### config.mk
export PLATFORM = sky130hd
export DESIGN_NAME = conv_trig_ctrl
export DESIGN_NICKNAME = d
export VERILOG_FILES = /design/src/rtl/conv_trig_pkg.sv /design/src/rtl/ctc_sync.sv /design/src/rtl/ctc_prescaler.sv /design/src/rtl/ctc_engine.sv /design/src/rtl/conv_trig_ctrl.sv
export SDC_FILE = /design/constraint.sdc
export NUM_CORES = 1
export LEC_CHECK = 0
export BUFFER_PORTS_ARGS = -buffer_cell sky130_fd_sc_hd__buf_4
export CAP_MARGIN = 40
export CORE_UTILIZATION = 47
export CTS_CLUSTER_DIAMETER = 150
export DETAILED_ROUTE_END_ITERATION = 8
export PLACE_DENSITY = 0.85
export RECOVER_POWER = 25
export SETUP_SLACK_MARGIN = 0.2
export SLEW_MARGIN = 40
export SYNTH_ARGS = -nofsm -noshare
export SYNTH_HDL_FRONTEND = slang
export SYNTH_SLANG_ARGS = --single-unit
### constraint.sdc
create_clock -name clk -period 2.1 [get_ports clk]
set_input_delay 0.42 -clock clk [delete_from_list [all_inputs] [get_ports clk]]
set_output_delay 0.42 -clock clk [all_outputs]
set_load 0.01 [all_outputs]
### src/rtl/conv_trig_pkg.sv
package conv_trig_pkg;
    // select code that routes the completion flag back as trigger
    localparam int unsigned FREE_RUN_CODE = 0;

    typedef enum logic {
        ENG_IDLE = 1'b0,
        ENG_RUN  = 1'b1
    } eng_state_e;
endpackage

### src/rtl/ctc_sync.sv
module ctc_sync #(
    parameter int N      = 3,
    parameter int STAGES = 2
) (
    input  logic         clk,
    input  logic         rst_n,
    input  logic [N-1:0] async_in,
    output logic [N-1:0] sync_out
);
    for (genvar i = 0; i < N; i++) begin : g_bit
        logic [STAGES-1:0] sh_d, sh_q;

        always_comb begin
            sh_d = {sh_q[STAGES-2:0], async_in[i]};
        end

        always_ff @(posedge clk or negedge rst_n) begin
            if (!rst_n) sh_q <= '0;
            else        sh_q <= sh_d;
        end

        assign sync_out[i] = sh_q[STAGES-1];
    end
endmodule

### src/rtl/ctc_prescaler.sv
module ctc_prescaler #(
    parameter int DIV = 4
) (
    input  logic clk,
    input  logic rst_n,
    input  logic clr,
    output logic tick
);
    localparam int CW = (DIV > 2) ? $clog2(DIV) : 1;
    localparam logic [CW-1:0] LAST = CW'(DIV - 1);

    logic [CW-1:0] cnt_d, cnt_q;

    always_comb begin
        if (clr)               cnt_d = '0;
        else if (cnt_q == LAST) cnt_d = '0;
        else                   cnt_d = cnt_q + 1'b1;
    end

    always_ff @(posedge clk or negedge rst_n) begin
        if (!rst_n) cnt_q <= '0;
        else        cnt_q <= cnt_d;
    end

    assign tick = (cnt_q == LAST);
endmodule

### src/rtl/ctc_engine.sv
module ctc_engine
    import conv_trig_pkg::*;
#(
    parameter int TICKS = 5
) (
    input  logic clk,
    input  logic rst_n,
    input  logic go,
    input  logic abort,
    input  logic tick,
    output logic busy,
    output logic done
);
    localparam int CW = $clog2(TICKS + 1);

    eng_state_e    st_d, st_q;
    logic [CW-1:0] cnt_d, cnt_q;

    always_comb begin
        st_d  = st_q;
        cnt_d = cnt_q;
        done  = 1'b0;
        if (abort) begin
            st_d  = ENG_IDLE;
            cnt_d = '0;
        end else if (go && st_q == ENG_IDLE) begin
            st_d  = ENG_RUN;
            cnt_d = CW'(TICKS);
        end else if (st_q == ENG_RUN && tick) begin
            if (cnt_q == CW'(1)) begin
                done  = 1'b1;
                st_d  = ENG_IDLE;
                cnt_d = '0;
            end else begin
                cnt_d = cnt_q - 1'b1;
            end
        end
    end

    always_ff @(posedge clk or negedge rst_n) begin
        if (!rst_n) begin
            st_q  <= ENG_IDLE;
            cnt_q <= '0;
        end else begin
            st_q  <= st_d;
            cnt_q <= cnt_d;
        end
    end

    assign busy = (st_q == ENG_RUN);
endmodule

### src/rtl/conv_trig_ctrl.sv
module conv_trig_ctrl
    import conv_trig_pkg::*;
#(
    parameter int NUM_EXT     = 3,
    parameter int SEL_W       = $clog2(NUM_EXT + 1),
    parameter int CH_W        = 3,
    parameter int PRESC_DIV   = 4,
    parameter int CONV_TICKS  = 5,
    parameter int SYNC_STAGES = 2
) (
    input  logic               clk,
    input  logic               rst_n,
    input  logic               cfg_en,
    input  logic               auto_en,
    input  logic [SEL_W-1:0]   trig_sel,
    input  logic [CH_W-1:0]    ch_sel,
    input  logic               start_wr,
    input  logic               irq_clr,
    input  logic               irq_en,
    input  logic [NUM_EXT-1:0] trig_in,
    output logic               busy,
    output logic               conv_start,
    output logic               presc_rst,
    output logic [CH_W-1:0]    conv_ch,
    output logic               conv_done,
    output logic               irq_flag,
    output logic               irq_req
);
    typedef struct packed {
        logic            irq;
        logic            prev;
        logic [CH_W-1:0] ch;
    } ctrl_t;

    ctrl_t              st_d, st_q;
    logic [NUM_EXT-1:0] trig_s;
    logic               sel_lvl, edge_seen, auto_go, sw_go, go;
    logic               eng_busy, eng_done, tick;

    ctc_sync #(.N(NUM_EXT), .STAGES(SYNC_STAGES)) u_sync (
        .clk      (clk),
        .rst_n    (rst_n),
        .async_in (trig_in),
        .sync_out (trig_s)
    );

    ctc_prescaler #(.DIV(PRESC_DIV)) u_presc (
        .clk   (clk),
        .rst_n (rst_n),
        .clr   (auto_go | ~cfg_en),
        .tick  (tick)
    );

    ctc_engine #(.TICKS(CONV_TICKS)) u_eng (
        .clk   (clk),
        .rst_n (rst_n),
        .go    (go),
        .abort (~cfg_en),
        .tick  (tick),
        .busy  (eng_busy),
        .done  (eng_done)
    );

    always_comb begin
        // trigger source mux
        sel_lvl = 1'b0;
        if (trig_sel == SEL_W'(FREE_RUN_CODE)) begin
            sel_lvl = st_q.irq;
        end else begin
            for (int i = 0; i < NUM_EXT; i++) begin
                if (trig_sel == SEL_W'(i + 1)) sel_lvl = trig_s[i];
            end
        end

        edge_seen = sel_lvl & ~st_q.prev;
        auto_go   = cfg_en & auto_en & edge_seen & ~eng_busy;
        sw_go     = cfg_en & start_wr & ~eng_busy;
        go        = auto_go | sw_go;

        st_d      = st_q;
        st_d.prev = sel_lvl;
        if (go) st_d.ch = ch_sel;
        if (eng_done)     st_d.irq = 1'b1;
        else if (irq_clr) st_d.irq = 1'b0;
    end

    always_ff @(posedge clk or negedge rst_n) begin
        if (!rst_n) st_q <= '0;
        else        st_q <= st_d;
    end

    assign busy       = eng_busy;
    assign conv_start = go;
    assign presc_rst  = auto_go;
    assign conv_ch    = st_q.ch;
    assign conv_done  = eng_done;
    assign irq_flag   = st_q.irq;
    assign irq_req    = st_q.irq & irq_en;
endmodule

Yosys cells after proc, flatten, opt, wreduce, memory -nomap -nowiden
Cells that the tools add are included.
- word-level logic and storage cells: 55
- register bits after elaboration: 17
- input bits: 15
- output and inout port bits: 9
- reduce and logical (&&, ||, !) cells: 5
- equality and inequality tests: 7
- bitwise logic cells: 12
- muxes and demuxes: 20
- add/sub/neg operators: 2
- operator list (operator ; number):
    two-way mux 1 bit ; 14
    two-way mux 3 bit ; 4
    AND 1 bit ; 7
    equality test 2 bit, second input constant ; 3
    != test 3 x 1 -> 1 bit, second input constant ; 2
    two-way mux 2 bit ; 2
    equality test 3 x 1 -> 1 bit, second input constant ; 1
    inverter 1 bit ; 3
    subtractor 3 x 1 -> 3 bit, second input constant ; 1
    adder 2 x 1 -> 2 bit, second input constant ; 1
    equality test 2 x 1 -> 1 bit, second input constant ; 1
    logical AND 1 bit ; 2
    logical NOT 2 bit ; 1
    OR 1 bit ; 2
    AND reduction 2 bit ; 1
    nonzero test 2 bit ; 1

Depth between registers and ports, before layout
- depth after elaboration: 13
- depth in mapped cells: 5
- gate-level depth less buffers: 5

Cells and area by module
Synthesis repeated with hierarchy kept, for this count alone.
- cell total of the unflattened synthesis: 62
- area, all modules: 758.2 um^2
- modules (own cells, without submodules) (module ; area each (um^2) ; cells each ; seq. area each (um^2) ; times used):
    conv_trig_ctrl ; 284.0 ; 23 ; 125.1 ; 1
    ctc_engine ; 229.0 ; 25 ; 100.1 ; 1
    ctc_sync ; 172.7 ; 9 ; 150.1 ; 1
    ctc_prescaler ; 72.6 ; 5 ; 50.0 ; 1

Least setup slack after synthesis
No wires, ideal clock.
- path kind: input -> output
- start: input port trig_sel[0]
- end: output port conv_start
- path buffers: 0
- stages on the path: 3
- data required time: 1.680 ns
- setup slack: 0.406 ns
- arrival: 1.274 ns
- cell sequence: mux4_2 a21boi_4 inv_1
- longest elaborated chain between the ends: 9
- elaborated cells between the ends (all ways): 12
- classes of those cells: eq/ne: 3; mux: 4; bitwise: 4; reduce/logical: 1
- ends and longest elaborated chain (item ; RTL line ; text):
    start, declared ; conv_trig_ctrl.sv:15 ; input logic [SEL_W-1:0] trig_sel,
    equality test 2 x 1 -> 1 bit ; conv_trig_ctrl.sv:71 ; if (trig_sel == SEL_W'(i + 1)) sel_lvl = trig_s[i];
    two-way mux 1 bit (3 in series) ; conv_trig_ctrl.sv:71 ;
    two-way mux 1 bit * ; conv_trig_ctrl.sv:67 ; if (trig_sel == SEL_W'(FREE_RUN_CODE)) begin
    AND 1 bit * ; conv_trig_ctrl.sv:75 ; edge_seen = sel_lvl & ~st_q.prev;
    AND 1 bit * (2 in series) ; conv_trig_ctrl.sv:76 ; auto_go = cfg_en & auto_en & edge_seen & ~eng_busy;
    OR 1 bit * ; conv_trig_ctrl.sv:78 ; go = auto_go | sw_go;
    end, declared ; conv_trig_ctrl.sv:22 ; output logic conv_start,
Mark *: on every way between the ends. The rest lies on a longest branch, timed or not.

Worst setup path in the final report
- start: register st_q, in the netlist irq_flag
- end: output port conv_start
- longest elaborated chain between the ends: 5
- ends and longest elaborated chain (item ; RTL line ; text):
    start, declared ; conv_trig_ctrl.sv:35 ; ctrl_t st_d, st_q;
    start signal, assigned ; conv_trig_ctrl.sv:89 ; else st_q <= st_d;
    two-way mux 1 bit ; conv_trig_ctrl.sv:67 ;
    net sel_lvl ; conv_trig_ctrl.sv:37 ; logic sel_lvl, edge_seen, auto_go, sw_go, go;
    AND 1 bit ; conv_trig_ctrl.sv:75 ;
    AND 1 bit (2 in series) ; conv_trig_ctrl.sv:76 ;
    OR 1 bit ; conv_trig_ctrl.sv:78 ;
The timed path passes the listed nets, and every way through them passes these cells.

==> metrics.md <==
| Metric | Value |
|---|---|
| Ratio of routed vias to standard cells | `5.28` |
| Post-synthesis cell count | `55` |
| CTS root buf | `sky130_fd_sc_hd__clkbuf_4` |
| Vias post-DR | `roughly 520` |
| Initial cell density of the core | `52.6%` |
| Category of the worst setup path launch point | `register` |
| Count of flip-flops with a built-in enable after synthesis | `0` |
| Kind of path behind the tightest hold check | `input port to register` |
| Pwr/cell area | `752 mW/mm^2` |
| Met3 layer usage reported by global route | `4.89%` |
| Max-slew violation total from the final report | `0` |
| Count of different cell masters after synthesis | `23` |
| Initial DRC Count | `4` |
| Worst hold stages | `1` |
| Diodes inserted | `0` |
| Post-synth design cell area | `718 um^2` |
| Status | `finished clean` |
| Area growth, synth to finish | `34.0%` |
| Total routed wirelength | `1360 um` |
| Ordered cell list for the critical path | `mux4_2 -> a21boi_4 -> inv_2 -> buf_6` |
| Cells taking the most area after synthesis | `sky130_fd_sc_hd__dfrtp_1 (59%), sky130_fd_sc_hd__ha_1 (5.2%), sky130_fd_sc_hd__mux2_2 (4.7%)` |
| Number of placement rows | `13` |
| Dominant synthesized flop cell | `sky130_fd_sc_hd__dfrtp_1` |
| Crit path buffers/inverters | `2` |
| Sequential area share after synthesis | `59.2%` |
| M1 GR Usage | `20.9%` |
| Final weighted congestion in routability-driven placement | `0.734` |
| Final count of negative-setup-slack endpoints | `0` |
| Core Footprint | `0.00137 mm^2` |
| Half-perimeter wire length after detailed placement | `between 1000 and 1500 um` |
| Layout cell share with drive strength beyond 1 | `around 48%` |
| Slowest-stage cell, CP | `sky130_fd_sc_hd__mux4_2` |
| Share of the cycle needed by the critical path after routing | `93.8%` |
| Number of violations of the max-capacitance limit | `0` |
| Detailed Routing Iterations Pass 1 | `3` |
| Syn nets | `73` |
| CTS clk-pin slew, worst paths | `0.09 ns` |
| Number of global-route vias before repair | `between 400 and 500` |
| Final Hold Violating Endpoints | `0` |
| Minimum clock period after layout | `1.97 ns` |
| GRT busiest layer | `met2` |
| Internal reg-to-reg setup slack | `0.30 ns` |
| Setup tns final | `0 ns` |
| Gate family responsible for the most delay along the worst path | `multiplexers` |
| Cell Area, Placed | `895 um^2` |
| Design Area, Final | `962 um^2` |
| Yosys reg bits | `17` |
| Type of element capturing the critical path | `output port` |
| Met2 Resource Use GR | `36.7%` |
| Worst hold start | `trig_in[1]` |
| Category of the critical setup timing path | `register to output port` |
| Drt drc | `0` |
| Min-Delay Endpoint | `u_sync.g_bit[1].sh_q[0]` |
| Unrepaired setup endpoints after global routing | `yes` |
| Worst EP required | `approximately 1.7 ns` |
| Library cell occupying the most area in the post-synthesis netlist | `sky130_fd_sc_hd__dfrtp_1` |
| # clock sinks | `17` |
| Final ANT Viol Nets | `0` |
| Most repeated cell in the gate-level netlist after synthesis | `sky130_fd_sc_hd__dfrtp_1` |
| Number of cells on the worst reg-to-reg path | `5` |
| Startpoint of the worst-slack reg-to-reg timing path | `irq_flag` |
| CTS tree | `done` |
| Die ar. | `0.00169 mm^2` |
| Maximum achievable frequency | `~510 MHz` |
| Fraction of synthesized cell area taken by the top area cell type | `59.2%` |
| Worst IR Drop VDD | `0.532 mV` |
| Total routing usage reported by global routing | `20.3%` |
| Clock insertion delay at the later pin of the skew report | `0.29 ns` |
| Count of H-tree levels built during CTS | `1` |
| # IOs | `24` |
| Slew headroom | `a little over two fifths` |
| Net total in the final layout | `103` |
| Async set-reset flop share out of synthesis | `between 90% and 100%` |
| First-pass GRT wire length | `2030 um` |
| Horizontal extent of the die | `slightly above 40 um` |
| Worst setup path startpoint | `irq_flag` |
| Average detailed-routed wire length per instance | `13.8 um` |
| Final setup skew | `0.00227 ns` |
| Commonest cells in the netlist | `sky130_fd_sc_hd__dfrtp_1 (17), sky130_fd_sc_hd__inv_1 (6)` |
| Total gr overflow | `0` |
| Yosys Warn Count | `0` |
| Data arrival time at the worst-slack endpoint | `about 1.6 ns` |
| Mean post-synth cell area | `13.1 um^2` |
| Largest net degree at the start of global routing | `18` |
| Number of antenna violations at the first check in global routing | `0` |
| Capture instance of the worst register-to-register path | `conv_ch[0]` |
| Cell leakage power | `0.000507 uW` |
| DIE HEIGHT | `41.1 um` |
| Number of buffers created by CTS | `3` |
| Worst Max-Slew Pin Slew | `0.871 ns` |
| Count of buffers inserted at the top-level ports | `23` |
| Critical-path maximum fanout | `3` |
| Max incr delay on CP | `0.52 ns` |
| Maximum clock insertion buffer count | `2` |
==> layer usage <==
| metal | share of wire, % | vias up |
|---|---|---|
| li1 | - | 246 |
| met1 | 39 | 256 |
| met2 | 53 | 17 |
| met3 | 4.9 | 4 |
| met4 | 2.3 | 0 |
| met5 | 0 | - |
==> cell families (layout without fill, tap and decap cells) <==
family,after synthesis,after routing,share of synthesized area (%)
DFF,17,17,59.2
AOI/OAI and AO/OA,6,6,8.01
muxes,5,5,9.23
and+or+nand+nor,15,15,12.0
buffers and inverters,9,38,6.27
adders and majority gates,3,3,5.23
==> stage by stage <==
step / setup WS [ns] / hold slack [ns] / std cells / util [%] / total power [uW]
2_1_floorplan: 0.406 / 0.124 / 55 / - / 487
5_1_grt: 0.0814 / 0.235 / 99 / 70.4 / 763
3_3_place_gp: 0.228 / 0.291 / 91 / 65.5 / 539
3_5_place_dp: 0.182 / 0.292 / 91 / 65.5 / 549
4_1_cts: 0.0812 / 0.223 / 99 / 70.5 / 733
6_report: 0.130 / 0.249 / 99 / 70.4 / 723
==> how the worst max path moves through the flow <==
stage	end	slack, ns	cells past startpoint
global placement	conv_start	0.23	5
floorplan	conv_start	0.41	3
CTS	conv_start	0.08	4
detailed placement	conv_start	0.18	5
global route	conv_start	0.08	4
finish	conv_start	0.13	4
==> registers in the layout (all words and copies together), names as in the netlist <==
register           flops
u_sync.g_bit.sh_q      6
conv_ch                3
u_eng.cnt_q            3
u_presc.cnt_q          2
irq_flag               1
st_q                   1
u_eng.busy             1
==> report_power, final <==
group          switching [uW]  internal [uW]
logic                    67.5           91.4
registers                24.3            366
clock network             103           70.9
==> area by class of cell <==
| type | instances | area (um^2) |
|---|---|---|
| repair buffers | 28 | 213 |
| clock inverters | 1 | 5.00 |
| inverters | 6 | 22.5 |
| fillers | 121 | 404 |
| multi-input cells | 29 | 255 |
| flip-flops and latches | 17 | 425 |
| well taps | 15 | 18.8 |
| clock buffers | 3 | 22.5 |
==> cell usage in the layout (no fill, tap or decap) <==
cell / n
sky130_fd_sc_hd__nand2_1: 2
sky130_fd_sc_hd__nor3_2: 1
sky130_fd_sc_hd__inv_1: 5
sky130_fd_sc_hd__buf_6: 1
sky130_fd_sc_hd__nor3_1: 1
sky130_fd_sc_hd__mux2_2: 3
sky130_fd_sc_hd__buf_4: 22
sky130_fd_sc_hd__nand2b_1: 1
sky130_fd_sc_hd__a41o_2: 1
sky130_fd_sc_hd__o211ai_1: 2
sky130_fd_sc_hd__nand3_1: 2
sky130_fd_sc_hd__clkbuf_4: 6
sky130_fd_sc_hd__o21ai_0: 1
sky130_fd_sc_hd__dfrtp_1: 17
sky130_fd_sc_hd__inv_2: 1
sky130_fd_sc_hd__and3_1: 1
sky130_fd_sc_hd__mux2i_1: 1
sky130_fd_sc_hd__nand3b_1: 1
sky130_fd_sc_hd__dlygate4sd3_1: 1
sky130_fd_sc_hd__nand2_2: 1
sky130_fd_sc_hd__a21boi_4: 1
sky130_fd_sc_hd__a21o_1: 1
sky130_fd_sc_hd__ha_1: 3
sky130_fd_sc_hd__clkinv_2: 1
sky130_fd_sc_hd__nor2_1: 1
sky130_fd_sc_hd__nor4_1: 1
sky130_fd_sc_hd__and2_1: 1
sky130_fd_sc_hd__clkbuf_1: 1
sky130_fd_sc_hd__nand4_1: 1
sky130_fd_sc_hd__mux4_2: 1
sky130_fd_sc_hd__and4bb_2: 1
==> repair_timing <==
item,in CTS,in global routing
endpoints found under the hold margin,17,0
buffers inserted,3,0
gates resized for setup,2,2
pin swaps,1,2
hold buffers,1,0
endpoints found under the setup margin,3,3
==> worst reg2reg max path, stage by stage (launching register included) <==
cell and delay (ns):
sky130_fd_sc_hd__dfrtp_1 0.40, sky130_fd_sc_hd__mux4_2 0.52, sky130_fd_sc_hd__a21boi_4 0.19, sky130_fd_sc_hd__buf_4 0.16
sky130_fd_sc_hd__buf_4 0.12, sky130_fd_sc_hd__mux2_2 0.32
(Power assumes the default switching activity.)
